[config.mk]
export PLATFORM = sky130hd
export DESIGN_NAME = rsb_sequencer
export DESIGN_NICKNAME = d
export VERILOG_FILES = /design/src/rtl/rsb_pkg.sv /design/src/rtl/rsb_lookup.sv /design/src/rtl/rsb_pick.sv /design/src/rtl/rsb_sequencer.sv
export SDC_FILE = /design/constraint.sdc
export NUM_CORES = 1
export LEC_CHECK = 0
export BUFFER_PORTS_ARGS = -buffer_cell sky130_fd_sc_hd__clkbuf_2
export CORE_MARGIN = 2
export CORE_UTILIZATION = 39
export CTS_CLUSTER_SIZE = 24
export DETAILED_ROUTE_END_ITERATION = 8
export PLACE_DENSITY_LB_ADDON = 0.1
export SLEW_MARGIN = 5
export SYNTH_ARGS = -nofsm -noshare
export SYNTH_HDL_FRONTEND = slang
export SYNTH_HIERARCHICAL = 1
export SYNTH_SLANG_ARGS = --single-unit
export TNS_END_PERCENT = 50
[constraint.sdc]
create_clock -name clk -period 8.9 [get_ports clk]
set_input_delay 0.89 -clock clk [delete_from_list [all_inputs] [get_ports clk]]
set_output_delay 0.89 -clock clk [all_outputs]
set_load 0.005 [all_outputs]
[src/rtl/rsb_pkg.sv]
package rsb_pkg;

    typedef enum logic [1:0] {
        ST_IDLE   = 2'd0,
        ST_EVAL   = 2'd1,
        ST_PROBE  = 2'd2,
        ST_FINISH = 2'd3
    } rsb_state_e;

endpackage

[src/rtl/rsb_lookup.sv]
// Shared computed substitution: one 6-bit group of box box_idx -> 4-bit result.
module rsb_lookup #(
    parameter int IDXW = 3,
    parameter int OW   = 4
) (
    input  logic [IDXW-1:0] box_idx,
    input  logic [OW+1:0]   grp,
    output logic [OW-1:0]   sub
);
    localparam int GW = OW + 2;

    logic [1:0]    row;
    logic [OW-1:0] mid;
    logic [15:0]   k16, r16, cst, mul, add, prod;

    always_comb begin
        row  = {grp[GW-1], grp[0]};
        mid  = grp[GW-2:1];
        k16  = 16'(box_idx);
        r16  = 16'(row);
        cst  = 16'(3 * k16 + 5 * r16);
        mul  = 16'(2 * ((k16 + r16) & 16'd7) + 1);
        add  = 16'(7 * k16 + 2 * r16 + 1);
        prod = 16'(mul * 16'(mid ^ cst[OW-1:0]));
        sub  = prod[OW-1:0] + add[OW-1:0];
    end

endmodule

[src/rtl/rsb_pick.sv]
// Next-index decision after an evaluation: selector update, free test, probe start.
module rsb_pick #(
    parameter int IDXW = 3,
    parameter int OW   = 4
) (
    input  logic [(1<<IDXW)-1:0] vis_nxt,
    input  logic [OW-1:0]        sel_cur,
    input  logic [OW-1:0]        mid,
    output logic [OW-1:0]        sel_new,
    output logic [IDXW-1:0]      cand,
    output logic                 cand_free,
    output logic                 all_done,
    output logic                 step_up,
    output logic [IDXW-1:0]      probe_start
);
    always_comb begin
        sel_new     = sel_cur ^ mid;
        cand        = sel_new[IDXW-1:0];
        cand_free   = !vis_nxt[cand];
        all_done    = &vis_nxt;
        step_up     = ^sel_new;
        probe_start = step_up ? cand + 1'b1 : cand - 1'b1;
    end

endmodule

[src/rtl/rsb_sequencer.sv]
module rsb_sequencer
    import rsb_pkg::*;
#(
    parameter int IDXW = 3,
    parameter int OW   = 4
) (
    input  logic                          clk,
    input  logic                          rst_n,
    input  logic                          start,
    input  logic [(1<<IDXW)*(OW+2)-1:0]   din,
    input  logic [OW-1:0]                 seed,
    output logic [(1<<IDXW)*OW-1:0]       dout,
    output logic                          done,
    output logic                          busy,
    output logic                          eval_valid,
    output logic [IDXW-1:0]               eval_idx
);
    localparam int NBOX = 1 << IDXW;
    localparam int GW   = OW + 2;
    localparam int DW   = NBOX * GW;
    localparam int RW   = NBOX * OW;

    rsb_state_e       state_q, state_d;
    logic [IDXW-1:0]  idx_q;
    logic [OW-1:0]    sel_q;
    logic [NBOX-1:0]  vis_q;
    logic [NBOX-1:0]  vis_nxt;
    logic [RW-1:0]    res_q;
    logic [DW-1:0]    din_q;
    logic             dir_q;

    logic [GW-1:0]    grp;
    logic [OW-1:0]    sub;
    logic [OW-1:0]    sel_new;
    logic [IDXW-1:0]  cand, probe_start;
    logic             cand_free, all_done, step_up;

    always_comb begin
        grp     = din_q[(NBOX-1-int'(idx_q))*GW +: GW];
        vis_nxt = vis_q | (NBOX'(1) << idx_q);
    end

    rsb_lookup #(.IDXW(IDXW), .OW(OW)) u_lookup (
        .box_idx (idx_q),
        .grp     (grp),
        .sub     (sub)
    );

    rsb_pick #(.IDXW(IDXW), .OW(OW)) u_pick (
        .vis_nxt     (vis_nxt),
        .sel_cur     (sel_q),
        .mid         (grp[GW-2:1]),
        .sel_new     (sel_new),
        .cand        (cand),
        .cand_free   (cand_free),
        .all_done    (all_done),
        .step_up     (step_up),
        .probe_start (probe_start)
    );

    // Next-state decision
    always_comb begin
        state_d = state_q;
        unique case (state_q)
            ST_IDLE:   if (start) state_d = ST_EVAL;
            ST_EVAL:   begin
                if (all_done)       state_d = ST_FINISH;
                else if (cand_free) state_d = ST_EVAL;
                else                state_d = ST_PROBE;
            end
            ST_PROBE:  if (!vis_q[idx_q]) state_d = ST_EVAL;
            ST_FINISH: state_d = ST_IDLE;
        endcase
    end

    // State register
    always_ff @(posedge clk or negedge rst_n) begin
        if (!rst_n) state_q <= ST_IDLE;
        else        state_q <= state_d;
    end

    // Datapath registers
    always_ff @(posedge clk or negedge rst_n) begin
        if (!rst_n) begin
            idx_q <= '0;
            sel_q <= '0;
            vis_q <= '0;
            res_q <= '0;
            din_q <= '0;
            dir_q <= 1'b0;
        end else begin
            unique case (state_q)
                ST_IDLE: begin
                    if (start) begin
                        idx_q <= seed[IDXW-1:0];
                        sel_q <= seed;
                        vis_q <= '0;
                        res_q <= '0;
                        din_q <= din;
                    end
                end
                ST_EVAL: begin
                    res_q[(NBOX-1-int'(idx_q))*OW +: OW] <= sub;
                    vis_q <= vis_nxt;
                    sel_q <= sel_new;
                    if (!all_done) begin
                        if (cand_free) begin
                            idx_q <= cand;
                        end else begin
                            idx_q <= probe_start;
                            dir_q <= step_up;
                        end
                    end
                end
                ST_PROBE: begin
                    if (vis_q[idx_q]) idx_q <= dir_q ? idx_q + 1'b1 : idx_q - 1'b1;
                end
                ST_FINISH: ;
            endcase
        end
    end

    // Outputs
    always_comb begin
        done       = (state_q == ST_FINISH);
        busy       = (state_q != ST_IDLE);
        eval_valid = (state_q == ST_EVAL);
        eval_idx   = idx_q;
        dout       = res_q;
    end

    // Run length of consecutive probe cycles, for the bounded-probe check
    logic [IDXW:0] probe_run;
    always_ff @(posedge clk or negedge rst_n) begin
        if (!rst_n)                  probe_run <= '0;
        else if (state_q == ST_PROBE) probe_run <= probe_run + 1'b1;
        else                         probe_run <= '0;
    end

    a_r3_first_box: assert property (@(posedge clk) disable iff (!rst_n)
        (state_q == ST_IDLE && start) |=> (eval_valid && eval_idx == $past(seed[IDXW-1:0])));

    a_r6_no_revisit: assert property (@(posedge clk) disable iff (!rst_n)
        eval_valid |-> !vis_q[eval_idx]);

    a_r5_probe_bounded: assert property (@(posedge clk) disable iff (!rst_n)
        (state_q == ST_PROBE) |-> (probe_run < (IDXW+1)'(NBOX-1)));

    a_r7_done_pulse: assert property (@(posedge clk) disable iff (!rst_n)
        done |=> !done);

    a_r7_done_full: assert property (@(posedge clk) disable iff (!rst_n)
        done |-> (&vis_q));

    a_r8_start_ignored: assert property (@(posedge clk) disable iff (!rst_n)
        (busy && start) |=> ((vis_q & $past(vis_q)) == $past(vis_q)));

endmodule

==> impl_summary.log, run 1 <==
[metrics] outcome: complete, no violations
[metrics] startpoint of the most critical setup path: eval_idx[2]
[metrics] mean cell area of the mapped netlist: 11.81 µm²
[metrics] average wire per cell in the routed design: between 15 and 20 µm
[metrics] start point of the worst hold path: dout[30]
[metrics] Worst-path clk slew: 70 ps
[metrics] main flop type after synthesis: sky130_fd_sc_hd__dfrtp_1
[metrics] number of global-route vias before repair: around 5000
[metrics] Synth Cell Area: approximately 6500 µm²
[metrics] Port Buffer Count: 92
[metrics] area occupied by multi-input gates: around 3800 µm²
[metrics] portion of the post-synthesis area used by sequential elements: 0.3796
[metrics] async set-or-reset flop fraction in the synthesized netlist: 1.000
[metrics] Filler Cell Count: 1560
[metrics] net count of the mapped netlist: 643
[metrics] Post-DRT Antenna Nets: 0
[metrics] number of distinct library cells after synthesis: 52
[metrics] detailed-routing iteration count for the pre-antenna-repair pass: 4
[metrics] aggregate global routing overflow: 0
[metrics] number of nets in the layout: 725
[metrics] Starting Density: 0.3937
[metrics] flip-flop and latch count after synthesis: 98
[metrics] post-synthesis to final-layout area growth: 16.06%
[metrics] Die ar.: 17610 µm²
[metrics] worst slew margin relative to its limit: 0.3860
[metrics] final clock skew: between 10 and 15 ps
[metrics] number of max-slew violations in the final report: 0
[metrics] number of clock buffers inserted by TritonCTS: 9
[metrics] share of the cycle needed by the critical path after routing: 0.8686
[metrics] 1st-iter DRT viols: 273
[metrics] top-level port count: slightly above 90
[metrics] Max Root-Sink Buffers: 2
[metrics] initial antenna violation count: 0
[metrics] maximum single-stage delay on the critical path: ~600 ps
[metrics] Post-Route Setup TNS: 0 ps
[metrics] vias per cell: 5.400
[metrics] class of the most critical setup path: flip-flop to flip-flop
[metrics] Post-CTS Setup Repair Bufs: 0
[metrics] number of synthesis warnings: 6
[metrics] number of rows in the core area: 47
[metrics] root buffer selected by CTS: sky130_fd_sc_hd__clkbuf_16
[metrics] Mapped Cells: 547
[metrics] maximum number of pins on one net before global-route repair: 77
[metrics] width of the chip: 132.7 µm
[metrics] clock tree from TritonCTS: yes
[metrics] final count of negative-setup-slack endpoints: 0
[metrics] global-route wire length before repair: around 27000 µm
[metrics] number of hold-repair buffers added at the cts stage: 0
[metrics] placeable core region: 16410 µm²
[metrics] TritonCTS sink count: 98
[metrics] CP top delay family: adder cells
[metrics] Storage cell area: 2454 µm²
[metrics] min Tclk post-route: 7731 ps
[metrics] data arrival time of the critical path: 7950 ps
[metrics] CP Capture Type: flip-flop
[metrics] share of final-layout standard cells stronger than drive strength 1: 0.3328
[metrics] vias: 4612
[metrics] gpl congestion: 0.8591
[metrics] total wirelength of the detailed-routed design: 15930 µm
[metrics] worst path bufs/invs: 4
[metrics] start of the worst register-to-register path: eval_idx[2]
[metrics] launching element type of the critical path: flip-flop
[metrics] max_cap viols: 0
[metrics] Worst Path Required: 9120 ps
[metrics] max frequency: 0.1294 GHz
[metrics] cell type of the slowest stage on the worst timing path: sky130_fd_sc_hd__ha_1
[metrics] Top cell by count, worst path: sky130_fd_sc_hd__ha_1
[metrics] Post-route DRC: 0
[metrics] GR Util All Layers: 0.1916
[metrics] H-tree depth: 3
[metrics] count of flip-flops with a built-in enable after synthesis: 0
[metrics] Final Hold Violating Endpoints: 0
[metrics] post-detailed-placement half-perimeter wirelength: 11760 µm
[metrics] setup repair after global routing missed its margin: no
[metrics] Hold/Removal Path Class: flip-flop to flip-flop
[metrics] height of the chip: 132.7 µm
[metrics] count of antenna diodes in the layout: 0
[metrics] Max Fanout on Critical Path: 13
[metrics] clock latency on the worst-skew pair: 350 ps
[metrics] post-cts gate resize count: 0
[metrics] transition time of the tightest slew-check pin: 921.0 ps
-- cell usage after synthesis, types with 2 or more instances --
library cell / count / share of area
sky130_fd_sc_hd__fa_1: 10 / 0.031
sky130_fd_sc_hd__and3_1: 2 / 0.0019
sky130_fd_sc_hd__o211ai_1: 5 / 0.0058
sky130_fd_sc_hd__inv_2: 2 / 0.0012
sky130_fd_sc_hd__nand3_1: 14 / 0.011
sky130_fd_sc_hd__buf_4: 4 / 0.0046
sky130_fd_sc_hd__nor2b_1: 10 / 0.0097
sky130_fd_sc_hd__nand2_1: 23 / 0.013
sky130_fd_sc_hd__inv_1: 21 / 0.012
sky130_fd_sc_hd__mux2_1: 5 / 0.0087
sky130_fd_sc_hd__a32o_1: 3 / 0.0046
sky130_fd_sc_hd__and2_1: 5 / 0.0048
sky130_fd_sc_hd__a21oi_1: 11 / 0.0085
sky130_fd_sc_hd__o21ai_0: 8 / 0.0062
sky130_fd_sc_hd__or2_2: 3 / 0.0029
sky130_fd_sc_hd__nor3_1: 3 / 0.0023
sky130_fd_sc_hd__o21ai_1: 18 / 0.014
sky130_fd_sc_hd__a311o_1: 2 / 0.0031
sky130_fd_sc_hd__a21o_1: 6 / 0.0070
sky130_fd_sc_hd__a221oi_1: 4 / 0.0054
sky130_fd_sc_hd__xnor3_1: 2 / 0.0070
sky130_fd_sc_hd__nand4_1: 6 / 0.0058
sky130_fd_sc_hd__mux4_2: 28 / 0.098
sky130_fd_sc_hd__o2bb2ai_1: 11 / 0.015
sky130_fd_sc_hd__xnor2_1: 14 / 0.019
sky130_fd_sc_hd__mux2_2: 54 / 0.094
sky130_fd_sc_hd__nor2_1: 33 / 0.019
sky130_fd_sc_hd__a22oi_1: 16 / 0.019
sky130_fd_sc_hd__buf_1: 6 / 0.0035
sky130_fd_sc_hd__buf_2: 10 / 0.0077
sky130_fd_sc_hd__a21boi_1: 2 / 0.0023
sky130_fd_sc_hd__clkbuf_1: 12 / 0.0070
sky130_fd_sc_hd__xor2_1: 7 / 0.0095
sky130_fd_sc_hd__dfrtp_1: 98 / 0.38
sky130_fd_sc_hd__mux4_1: 2 / 0.0081
sky130_fd_sc_hd__o22ai_1: 2 / 0.0019
sky130_fd_sc_hd__ha_1: 31 / 0.060
sky130_fd_sc_hd__mux2i_1: 40 / 0.062
-- area by class of cell --
cell class                      count  area share
Clock buffer                       11     0.03371
Clock inverter                      5     0.01435
Inverter                           23     0.01152
Multi-Input combinational cell    394      0.5037
Sequential cell                    98      0.3273
Tap cell                          220     0.03672
Timing Repair Buffer              103     0.07276
-- layer usage --
layer / vias up / GRT usage / share of wire
li1: 2179 / - / -
met1: 2323 / 0.2764 / 0.48
met2: 96 / 0.2965 / 0.47
met3: 14 / 0.03908 / 0.045
met4: 0 / 0.04898 / 0.012
met5: - / 0 / 0
-- per-stage QoR --
stage,instance area (µm²),setup slack (ps),cells,hold WS [ps],utilization
global route,7497,635.3,854,554.5,0.4570
finish,7497,1169,854,512.1,0.4570
CTS,7497,1133,854,520.0,0.4570
detailed placement,7137,1151,838,500.6,0.4350
floorplan,6460,1340,547,474.6,-
global placement,7137,1302,838,496.7,0.4350
-- flip-flops by register name (all words and copies together), names as in the netlist --
register / count
din_q: 48
sel_q: 4
state_q: 2
dir_q: 1
vis_q: 8
dout: 32
eval_idx: 3
-- path summary, 6_finish.rpt --
check | slack [ps] | cells after the start | endpoint
min | 510 | 1 | dout[30]
min in group asynchronous | 580 | 1 | din_q[32]
max reg2reg | 1170 | 27 | dout[23]
max in group asynchronous | 7240 | 2 | eval_idx[0]
max | 1170 | 27 | dout[23]
min reg2reg | 510 | 1 | dout[30]
-- cells by family (layout without fill, tap and decap cells) --
logic type	after synthesis	count (layout)	synth area share
AND/OR/NAND/NOR	104	104	0.07670
adder cells (fa/ha/maj)	41	41	0.09103
XOR/XNOR	25	25	0.04164
multiplexers	130	130	0.2729
AO/OA/AOI/OAI	94	94	0.1019
buffers and inverters	55	142	0.03622
flip-flops	98	98	0.3796
-- layout by cell type, fill, tap and decap left out, types with 3 or more instances in the layout --
master                       n
sky130_fd_sc_hd__xor2_1      7
sky130_fd_sc_hd__o21ai_1    18
sky130_fd_sc_hd__nand2_1    22
sky130_fd_sc_hd__fa_1       10
sky130_fd_sc_hd__a21oi_1    11
sky130_fd_sc_hd__a32o_1      3
sky130_fd_sc_hd__inv_1      21
sky130_fd_sc_hd__a21o_1      6
sky130_fd_sc_hd__ha_1       31
sky130_fd_sc_hd__clkbuf_2   91
sky130_fd_sc_hd__buf_4      12
sky130_fd_sc_hd__clkbuf_16   9
sky130_fd_sc_hd__nand4_1     6
sky130_fd_sc_hd__nor2_1     33
sky130_fd_sc_hd__bufinv_16   3
sky130_fd_sc_hd__dfrtp_1    97
sky130_fd_sc_hd__mux2_2     54
sky130_fd_sc_hd__nor3_1      3
sky130_fd_sc_hd__o2bb2ai_1  11
sky130_fd_sc_hd__nand3_1    14
sky130_fd_sc_hd__o211ai_1    5
sky130_fd_sc_hd__o21ai_0     8
sky130_fd_sc_hd__and2_1      5
sky130_fd_sc_hd__mux2i_1    40
sky130_fd_sc_hd__a22oi_1    16
sky130_fd_sc_hd__or2_2       3
sky130_fd_sc_hd__nor2b_1    10
sky130_fd_sc_hd__a221oi_1    4
sky130_fd_sc_hd__xnor2_1    14
sky130_fd_sc_hd__mux4_2     28
sky130_fd_sc_hd__mux2_1      5
Power of run 1 is left out: the tool's default activity adds up to more than one toggle a clock period on the data nets, which glitch-free logic cannot reach.
==> run 2: changes to the inputs <==
CORE_UTILIZATION = 55   (was 39)
==> impl_summary.log, run 2 (synthesized netlist as in run 1, its figures left out) <==
[metrics] outcome: complete, no violations
[metrics] top-level port count: 93
[metrics] maximum number of pins on one net before global-route repair: 77
[metrics] worst slew margin relative to its limit: 0.4107
[metrics] slack of the critical path: 1045 ps
[metrics] Post-Route Setup TNS: 0 ps
[metrics] Post-CTS Setup Repair Bufs: 0
[metrics] Die ar.: between 10000 and 15000 µm²
[metrics] final clock skew: 7.016 ps
[metrics] final non-filler cell total: 775
[metrics] min Tclk post-route: 7855 ps
[metrics] logic depth of the worst register-to-register path: 27
[metrics] vias: 4701
[metrics] GR Util All Layers: 0.2492
[metrics] setup repair after global routing missed its margin: no
[metrics] data arrival time of the critical path: about 8100 ps
[metrics] number of nets in the layout: 724
[metrics] transition time of the tightest slew-check pin: slightly below 900 ps
[metrics] start of the worst register-to-register path: eval_idx[1]
[metrics] share of final-layout standard cells stronger than drive strength 1: 0.3307
[metrics] final count of negative-setup-slack endpoints: 0
[metrics] aggregate global routing overflow: 0
[metrics] placeable core region: 11420 µm²
[metrics] Max Root-Sink Buffers: 2
[metrics] share of the cycle needed by the critical path after routing: 0.8826
[metrics] start point of the worst hold path: dout[28]
[metrics] worst slack after detailed placement: 1058 ps
[metrics] worst hold endpoint: dout[28]
[metrics] number of max-slew violations in the final report: 0
[metrics] global-route wire length before repair: 24790 µm
[metrics] Worst-path clk slew: 60 ps
[metrics] launching element type of the critical path: flip-flop
[metrics] width of the chip: ~110 µm
[metrics] Max Fanout on Critical Path: 13
[metrics] height of the chip: 112.4 µm
[metrics] max_cap viols: 0
[metrics] 1st-iter DRT viols: between 300 and 400
[metrics] number of flip-flops in the largest register: 48
[metrics] clock tree from TritonCTS: yes
[metrics] hold path depth: 1
[metrics] max frequency: 0.1273 GHz
[metrics] Worst Path Required: ~9100 ps
[metrics] number of clock buffers inserted by TritonCTS: 9
[metrics] gpl congestion: approximately 0.93
[metrics] detailed-routing iteration count for the pre-antenna-repair pass: 5
[metrics] CP Capture Type: flip-flop
[metrics] Post-DRT Antenna Nets: 0
[metrics] TritonCTS sink count: 98
[metrics] post-detailed-placement half-perimeter wirelength: 10840 µm
[metrics] root buffer selected by CTS: sky130_fd_sc_hd__clkbuf_16
[metrics] post-cts gate resize count: 0
[metrics] area occupied by multi-input gates: 3776 µm²
[metrics] Starting Density: 0.5657
[metrics] placed insts: 760
[metrics] leading cell types in the layout, fill and taps excluded: 97 x sky130_fd_sc_hd__dfrtp_1, 91 x sky130_fd_sc_hd__clkbuf_2, 54 x sky130_fd_sc_hd__mux2_2, 40 x sky130_fd_sc_hd__mux2i_1, 33 x sky130_fd_sc_hd__nor2_1
[metrics] FF-to-FF End: dout[23]
[metrics] number of rows in the core area: 39
[metrics] largest register by flop count: din_q
[metrics] Hold/Removal Path Class: flip-flop to flip-flop
[metrics] class of the most critical setup path: flip-flop to flip-flop
[metrics] initial antenna violation count: 0
[metrics] Filler Cell Count: 930
[metrics] Post-route DRC: 0
[metrics] Port Buffer Count: 92
[metrics] H-tree depth: 3
[metrics] Final Hold Violating Endpoints: 0
[metrics] number of hold-repair buffers added at the cts stage: 0
[metrics] leading cell type in the layout, fill and taps excluded: sky130_fd_sc_hd__dfrtp_1
[metrics] clock latency on the worst-skew pair: about 360 ps
[metrics] count of antenna diodes in the layout: 0
[metrics] Storage cell area: about 2500 µm²
[metrics] average wire per cell in the routed design: 18.95 µm
[metrics] total wirelength of the detailed-routed design: 14690 µm
[metrics] number of global-route vias before repair: 4831
[metrics] post-synthesis to final-layout area growth: 13.19%
[metrics] vias per cell: around 6.1
[metrics] minimum setup slack among reg-to-reg paths: 1050 ps
## run 2: changes by cell type in the layout (fill, tap and decap cells not counted), sizes merged
cell / change
buf: -1
bufinv: -3
clkinv: +1
clkinvlp: +1
## run 2: stage by stage
step	hold slack, ps	instance area, µm²	util
floorplan	474.6	6460	-
global placement	492.8	7033	0.6159
detailed placement	500.2	7033	0.6159
CTS	516.1	7312	0.6404
global route	534.2	7312	0.6404
finish	508.3	7312	0.6404
## run 2: worst max-delay path by stage
stage,slack [ps],startpoint,endpoint
finish,1050,eval_idx[1],dout[23]
CTS,1010,eval_idx[1],dout[23]
floorplan,1340,eval_idx[2],dout[15]
global route,670,eval_idx[1],dout[23]
detailed placement,1060,eval_idx[1],dout[23]
global placement,1310,eval_idx[1],dout[15]
## run 2: metal layers
metal	global-route usage	vias to the layer above	part of all wire
met2	0.3819	143	0.46
met5	0	-	0
li1	-	2185	-
met4	0.09919	0	0.020
met1	0.3550	2349	0.47
met3	0.04752	24	0.051
## run 2: final cells by class
| class | instances | share of cell area |
|---|---|---|
| multi-input combinational | 394 | 0.5164 |
| sequential | 98 | 0.3356 |
| timing repair buffer | 102 | 0.07358 |
| clock buffer | 11 | 0.03457 |
| tap | 143 | 0.02447 |
| inverter | 23 | 0.01181 |
| clock inverter | 4 | 0.003593 |
## run 2: worst max-delay path, cell delays in order (launching register included)
cell,delay [ps]
sky130_fd_sc_hd__dfrtp_1,380
sky130_fd_sc_hd__inv_1,180
sky130_fd_sc_hd__ha_1,280
sky130_fd_sc_hd__ha_1,640
sky130_fd_sc_hd__buf_4,250
sky130_fd_sc_hd__mux2i_1,240
sky130_fd_sc_hd__mux4_2,270
sky130_fd_sc_hd__nor2_1,50
sky130_fd_sc_hd__a311o_1,370
sky130_fd_sc_hd__ha_1,340
sky130_fd_sc_hd__ha_1,280
sky130_fd_sc_hd__ha_1,220
sky130_fd_sc_hd__fa_1,500
sky130_fd_sc_hd__xor2_1,210
sky130_fd_sc_hd__ha_1,270
sky130_fd_sc_hd__inv_1,70
sky130_fd_sc_hd__fa_1,440
sky130_fd_sc_hd__fa_1,550
sky130_fd_sc_hd__inv_1,60
sky130_fd_sc_hd__fa_1,490
sky130_fd_sc_hd__ha_1,220
sky130_fd_sc_hd__xnor2_1,130
sky130_fd_sc_hd__xnor2_1,180
sky130_fd_sc_hd__xnor2_1,140
sky130_fd_sc_hd__xnor3_1,490
sky130_fd_sc_hd__nor2b_1,200
sky130_fd_sc_hd__mux2i_1,180
sky130_fd_sc_hd__o21ai_1,80
Power of run 2 is left out for the same reason.
